### src/rtl/vbi_pkg.sv
package vbi_pkg;
  localparam int unsigned LINE_W   = 10;
  localparam int unsigned PED_SPAN = 16;
  localparam int unsigned PED_W    = 2 * PED_SPAN;

  typedef enum logic {FMT_525 = 1'b0, FMT_625 = 1'b1} fmt_e;

  function automatic logic [LINE_W-1:0] total_lines(fmt_e f);
    return (f == FMT_625) ? 10'd625 : 10'd525;
  endfunction

  function automatic logic [LINE_W-1:0] field2_line(fmt_e f);
    return (f == FMT_625) ? 10'd314 : 10'd264;
  endfunction

  function automatic logic in_rng(logic [LINE_W-1:0] l, logic [LINE_W-1:0] lo,
                                  logic [LINE_W-1:0] hi);
    return (l >= lo) && (l <= hi);
  endfunction
endpackage

### src/rtl/vbi_frame_sync.sv
module vbi_frame_sync (
  input  logic clk_i,
  input  logic rst_ni,
  input  logic line_start_i,
  input  logic hsync_ni,
  input  logic field_i,
  output logic resync_o
);
  logic valid_q, field_q, arm_q;
  logic edge_w;

  assign edge_w   = valid_q && (field_i != field_q) && !hsync_ni;
  assign resync_o = arm_q || edge_w;

  always_ff @(posedge clk_i or negedge rst_ni) begin
    if (!rst_ni) begin
      valid_q <= 1'b0;
      field_q <= 1'b0;
      arm_q   <= 1'b0;
    end else begin
      valid_q <= 1'b1;
      field_q <= field_i;
      if (line_start_i)  arm_q <= 1'b0;
      else if (edge_w)   arm_q <= 1'b1;
    end
  end
endmodule

### src/rtl/vbi_line_counter.sv
module vbi_line_counter
  import vbi_pkg::*;
#(
  parameter int unsigned HALF_LINE = 858
) (
  input  logic              clk_i,
  input  logic              rst_ni,
  input  logic              line_start_i,
  input  fmt_e              fmt_i,
  input  logic              resync_i,
  input  logic              field_i,
  output logic [LINE_W-1:0] line_o,
  output logic              field_o,
  output logic              half_o
);
  localparam int unsigned CW = $clog2(HALF_LINE + 1);

  logic [LINE_W-1:0] line_q, line_d;
  logic              field_q;
  logic [CW-1:0]     cnt_q;

  always_comb begin
    if (resync_i)                          line_d = field_i ? field2_line(fmt_i) : 10'd1;
    else if (line_q >= total_lines(fmt_i)) line_d = 10'd1;
    else                                   line_d = line_q + 10'd1;
  end

  always_ff @(posedge clk_i or negedge rst_ni) begin
    if (!rst_ni) begin
      line_q  <= '0;
      field_q <= 1'b0;
      cnt_q   <= '0;
    end else if (line_start_i) begin
      line_q  <= line_d;
      field_q <= (line_d >= field2_line(fmt_i));
      cnt_q   <= '0;
    end else if (cnt_q != CW'(HALF_LINE)) begin
      cnt_q <= cnt_q + 1'b1;
    end
  end

  assign line_o  = line_q;
  assign field_o = field_q;
  assign half_o  = (cnt_q == CW'(HALF_LINE));
endmodule

### src/rtl/vbi_window_decode.sv
module vbi_window_decode
  import vbi_pkg::*;
(
  input  logic [LINE_W-1:0] line_i,
  input  fmt_e              fmt_i,
  input  logic              half_i,
  input  logic              partial_i,
  input  logic              ext_en_i,
  input  logic              ext_ni,
  input  logic [PED_W-1:0]  mask_i,
  output logic              blank_o,
  output logic              pass_o,
  output logic              ped_o
);
  logic vbi, opened, ext_blk;
  logic [LINE_W-1:0] off_a, off_b;

  always_comb begin
    if (fmt_i == FMT_625) begin
      vbi    = (line_i >= 10'd624) || (line_i <= 10'd22) || in_rng(line_i, 10'd311, 10'd335);
      opened = in_rng(line_i, 10'd7, 10'd22) || in_rng(line_i, 10'd319, 10'd335);
    end else begin
      vbi    = (line_i >= 10'd525) || (line_i <= 10'd21) || in_rng(line_i, 10'd262, 10'd284);
      // line 273 opens only from its second half
      opened = in_rng(line_i, 10'd10, 10'd21) || in_rng(line_i, 10'd274, 10'd284) ||
               ((line_i == 10'd273) && half_i);
    end
  end

  assign ext_blk = ext_en_i && !ext_ni;
  assign pass_o  = vbi && opened && partial_i && !ext_blk;
  assign blank_o = ext_blk || (vbi && !pass_o);

  assign off_a = line_i - 10'd10;
  assign off_b = line_i - 10'd273;

  always_comb begin
    if (fmt_i == FMT_625)                    ped_o = 1'b0;
    else if (in_rng(line_i, 10'd10, 10'd25))   ped_o = mask_i[{1'b0, off_a[3:0]}];
    else if (in_rng(line_i, 10'd273, 10'd288)) ped_o = mask_i[{1'b1, off_b[3:0]}];
    else                                     ped_o = 1'b1;
  end
endmodule

### src/rtl/vbi_line_ctrl.sv
module vbi_line_ctrl
  import vbi_pkg::*;
#(
  parameter int unsigned HALF_LINE = 858
) (
  input  logic              clk_i,
  input  logic              rst_ni,
  input  logic              line_start_i,
  input  logic              hsync_ni,
  input  logic              field_i,
  input  logic              fmt_625_i,
  input  logic              partial_i,
  input  logic              ext_blank_en_i,
  input  logic              ext_blank_ni,
  input  logic [PED_W-1:0]  ped_mask_i,
  output logic              blank_o,
  output logic              pass_vbi_o,
  output logic              ped_o,
  output logic [LINE_W-1:0] line_o,
  output logic              field_o
);
  fmt_e fmt_w;
  logic resync_w, half_w;

  assign fmt_w = fmt_e'(fmt_625_i);

  vbi_frame_sync u_sync (
    .clk_i        (clk_i),
    .rst_ni       (rst_ni),
    .line_start_i (line_start_i),
    .hsync_ni     (hsync_ni),
    .field_i      (field_i),
    .resync_o     (resync_w)
  );

  vbi_line_counter #(.HALF_LINE(HALF_LINE)) u_cnt (
    .clk_i        (clk_i),
    .rst_ni       (rst_ni),
    .line_start_i (line_start_i),
    .fmt_i        (fmt_w),
    .resync_i     (resync_w),
    .field_i      (field_i),
    .line_o       (line_o),
    .field_o      (field_o),
    .half_o       (half_w)
  );

  vbi_window_decode u_dec (
    .line_i    (line_o),
    .fmt_i     (fmt_w),
    .half_i    (half_w),
    .partial_i (partial_i),
    .ext_en_i  (ext_blank_en_i),
    .ext_ni    (ext_blank_ni),
    .mask_i    (ped_mask_i),
    .blank_o   (blank_o),
    .pass_o    (pass_vbi_o),
    .ped_o     (ped_o)
  );
endmodule

### config.mk
export PLATFORM = sky130hd
export DESIGN_NAME = vbi_line_ctrl
export DESIGN_NICKNAME = d
export VERILOG_FILES = /design/src/rtl/vbi_pkg.sv /design/src/rtl/vbi_frame_sync.sv /design/src/rtl/vbi_line_counter.sv /design/src/rtl/vbi_window_decode.sv /design/src/rtl/vbi_line_ctrl.sv
export SDC_FILE = /design/constraint.sdc
export NUM_CORES = 1
export LEC_CHECK = 0
export BUFFER_PORTS_ARGS = -buffer_cell sky130_fd_sc_hd__buf_4
export CORE_MARGIN = 10
export CORE_UTILIZATION = 50
export CTS_BUF_LIST = sky130_fd_sc_hd__clkbuf_4
export DETAILED_ROUTE_END_ITERATION = 8
export PLACE_DENSITY = 0.72
export SYNTH_ARGS = -nofsm -noshare
export SYNTH_HDL_FRONTEND = slang
export SYNTH_HIERARCHICAL = 1
export SYNTH_SLANG_ARGS = --single-unit
### constraint.sdc
create_clock -name clk_i -period 3.1 [get_ports clk_i]
set_input_delay 0.31 -clock clk_i [delete_from_list [all_inputs] [get_ports clk_i]]
set_output_delay 0.31 -clock clk_i [all_outputs]
set_load 0.1 [all_outputs]
==> insert_results.sql <==
INSERT INTO impl_metrics (metric_group, metric, value, unit) VALUES
('run_status', 'run_status', 'complete, no violations', ''),
('power', 'power.density', '699', 'nW/um^2'),
('global_routing', 'globalRouteTotalUtil', '16.2', '%'),
('power', 'switching_share', '53.7', '%'),
('routing', 'detail_route.iter0.violations', '149', ''),
('yosys', 'portion_of_synthesized_cell_area_occupied_by_the_leading_cell_type', '24.2', '%'),
('sta', 'grt_setup_unrepaired', 'yes', ''),
('place', 'dp_worst_setup_slack', '290', 'ps'),
('clock_network', 'worstSkewPairLatency', '310', 'ps'),
('yosys', 'synth_area', '2480', 'um^2'),
('floorplan', 'fp.dieW', '90.4', 'um'),
('sta', 'setup_clock_skew_after_layout', '1.43', 'ps'),
('global_routing', 'grt_first_pass_wirelength', '11.5', 'mm'),
('sta', 'max_freq', '0.331', 'GHz'),
('yosys', 'proportion_of_synthesized_chip_area_in_sequential_cells', '24.2', '%'),
('hold_path', 'min-delay-start', 'field_i', ''),
('yosys', 'number_of_enable_flip_flop_cells_after_synthesis', '0', ''),
('power', 'power.leakage', '1.38', 'nW'),
('power', 'post_layout_total_power', '0.00220', 'W'),
('yosys', 'yosys.cell_types.count', '69', ''),
('global_routing', 'antenna_found_initial', '0', ''),
('power', 'pwr-share-seq', '20.8', '%'),
('clock_network', 'max-clock-path-buffers', '2', ''),
('clock_network', 'root_buffer_selected_by_cts', 'sky130_fd_sc_hd__clkbuf_4', ''),
('finish', 'fin_nets', '400', ''),
('floorplan', 'fp.dieArea', '8180', 'um^2'),
('yosys', 'yosys-top-cells-count', 'sky130_fd_sc_hd__dfrtp_1 (24), sky130_fd_sc_hd__ha_1 (21), sky130_fd_sc_hd__nand2_1 (19), sky130_fd_sc_hd__nand3_1 (19)', ''),
('floorplan', 'die_height', '90.4', 'um'),
('sta', 'hold_viol', '0', ''),
('yosys', 'synthFlopType', 'sky130_fd_sc_hd__dfrtp_1', ''),
('worst_setup_path', 'worst_setup_path_end_kind', 'primary output', ''),
('worst_setup_path', 'cp-start-kind', 'register', ''),
('worst_setup_path', 'worst-setup-path-type', 'reg -> out', ''),
('sta', 'post-route-period-util', '97.5', '%'),
('floorplan', 'ios', '55', ''),
('routing', 'detail_route.wirelength', '6.88', 'mm'),
('power', 'vdd_ir_drop_max', '0.000522', 'V'),
('global_routing', 'overflow', '0', ''),
('finish', 'diodes_inserted', '0', ''),
('place', 'gp_routability_congestion', '0.904', ''),
('worst_setup_path', 'critical_path_peak_fanout', '12', ''),
('sta', 'worst_slew_pin_slew', '599', 'ps'),
('place', 'place_area', '2990', 'um^2'),
('worst_setup_path', 'arrival', '2710', 'ps'),
('place', 'port_buffers', '54', ''),
('global_routing', 'first_global_vias', '2327', ''),
('yosys', 'netlist_instances', '269', ''),
('worst_setup_path', 'reg2reg_from', 'u_cnt/line_o[0]$_DFFE_PN0P_', ''),
('yosys', 'syn-mean-instance-area', '9.22', 'um^2'),
('worst_setup_path', 'worst_setup_path_startpoint', 'u_cnt/line_o[0]$_DFFE_PN0P_', ''),
('finish', 'postLayoutCellArea', '3150', 'um^2'),
('finish', 'stdcell_count', '404', ''),
('sta', 'final_critical_path_setup_slack', '77.8', 'ps'),
('power', 'p_sw', '0.00118', 'W'),
('floorplan', 'rows', '25', ''),
('finish', 'area_growth_syn_to_layout', '27.0', '%'),
('clock_network', 'cts_buffers', '3', ''),
('yosys', 'synth.most_common_cell', 'sky130_fd_sc_hd__dfrtp_1', ''),
('place', 'place.detailed.instances', '386', ''),
('sta', 'setup_violations', '0', ''),
('clock_network', 'numClockSinks', '24', ''),
('sta', 'finalWorstPathRequiredPeriod', '3020', 'ps'),
('floorplan', 'initial_core_util', '52.2', '%'),
('clock_network', 'cts_tree', 'built', ''),
('global_routing', 'grt_start_max_net_pins', '30', ''),
('routing', 'detail_route.drc_violations', '0', ''),
('run', 'max_cap_violations', '0', ''),
('hold_path', 'min-delay-path-class', 'in -> reg', ''),
('place', 'dp.final_hpwl', '5.24', 'mm'),
('yosys', 'synthTopCellsByArea', 'sky130_fd_sc_hd__dfrtp_1 (24%), sky130_fd_sc_hd__ha_1 (11%), sky130_fd_sc_hd__mux4_2 (9.1%)', ''),
('clock_network', 'ctsHtreeMaxLevel', '1', '');
kinds of logic (layout without fill, tap and decap cells):
| group | Yosys count | in the layout | synth area share [%] |
|---|---|---|---|
| fa+ha+maj | 21 | 21 | 10.6 |
| xor+xnor | 13 | 13 | 4.59 |
| other cells | 1 | 1 | 0.151 |
| flops | 24 | 24 | 24.2 |
| mux | 13 | 13 | 10.4 |
| compound gates | 74 | 74 | 21.7 |
| simple gates | 96 | 96 | 21.8 |
| buf+inv | 27 | 95 | 6.51 |
power by group through the flow:
stage               registers, W  clock network (W)  logic, W
floorplan               0.000746                  0  0.000912
global placement        0.000471                  0   0.00151
CTS                     0.000468           0.000150   0.00155
finish                  0.000459           0.000144   0.00160
global route            0.000471           0.000162   0.00171
detailed placement      0.000475                  0   0.00152
layer usage:
layer / wire length [um] / track usage (%) / vias to the layer above / share of wire (%)
met5: 0 / 0 / - / 0
met4: 17 / 0.796 / 0 / 0.25
met3: 522 / 3.57 / 4 / 7.6
met2: 3360 / 28.1 / 103 / 49
met1: 2980 / 20.8 / 1115 / 43
li1: - / - / 1149 / -
timing repair:
item / in CTS / in global routing
hold buffers: 1 / 0
gates resized for setup: 3 / 2
buffers inserted: 0 / 13
pin swaps: 1 / 0
hold endpoints to repair: 24 / 0
endpoints found under the setup margin: 2 / 3
registers in the layout (all words and copies together) (netlist names):
signal	count
u_cnt/cnt_q	10
u_sync/arm_q	1
u_sync/valid_q	1
u_sync/field_q	1
u_cnt/field_o	1
u_cnt/line_o	10
through the flow:
| step | TNS, ps | hold slack, ps |
|---|---|---|
| global placement | 0 | 229 |
| floorplan | -757 | 14.4 |
| CTS | 0 | 129 |
| finish | 0 | 141 |
| detailed placement | 0 | 231 |
| global route | -37.2 | 126 |
worst max-delay path: stages (launching register included):
cell and delay, ps:
sky130_fd_sc_hd__dfrtp_4 510, sky130_fd_sc_hd__buf_4 230, sky130_fd_sc_hd__mux4_2 520, sky130_fd_sc_hd__mux4_2 490, sky130_fd_sc_hd__a311oi_2 350, sky130_fd_sc_hd__nor3_4 50
sky130_fd_sc_hd__buf_4 240
cell usage in the layout, fill, tap and decap left out, types with 7 or more instances in the layout:
| master | n |
|---|---|
| sky130_fd_sc_hd__ha_1 | 21 |
| sky130_fd_sc_hd__xor2_1 | 8 |
| sky130_fd_sc_hd__o21ai_0 | 12 |
| sky130_fd_sc_hd__inv_1 | 14 |
| sky130_fd_sc_hd__nand2_1 | 19 |
| sky130_fd_sc_hd__nor2_1 | 16 |
| sky130_fd_sc_hd__a21oi_1 | 16 |
| sky130_fd_sc_hd__nand3_1 | 19 |
| sky130_fd_sc_hd__buf_4 | 74 |
| sky130_fd_sc_hd__mux4_2 | 10 |
| sky130_fd_sc_hd__nand2b_1 | 7 |
| sky130_fd_sc_hd__dfrtp_1 | 16 |
layout make-up:
class | count | area [um^2] | area share (%)
multi-input cells | 218 | 1780 | 56.5
flip-flops and latches | 24 | 621 | 19.7
repair buffers | 77 | 588 | 18.7
well taps | 67 | 83.8 | 2.66
inverters | 14 | 52.6 | 1.67
clock buffers | 3 | 22.5 | 0.715
clock inverters | 1 | 3.75 | 0.119
path summary, 6_finish.rpt:
check,endpoint,slack [ps],depth (start not counted)
max in group asynchronous,u_cnt/line_o[0]$_DFFE_PN0P_,2420,2
setup reg to reg,u_cnt/field_o$_DFFE_PN0P_,210,9
setup / recovery,ped_o,80,6
min in group asynchronous,u_cnt/cnt_q[6]$_DFFE_PN0P_,410,2
hold / removal,u_sync/field_q$_DFF_PN0_,140,1
hold reg to reg,u_sync/arm_q$_DFFE_PN0P_,530,1
Note: power is estimated with default switching activity, not from simulation.
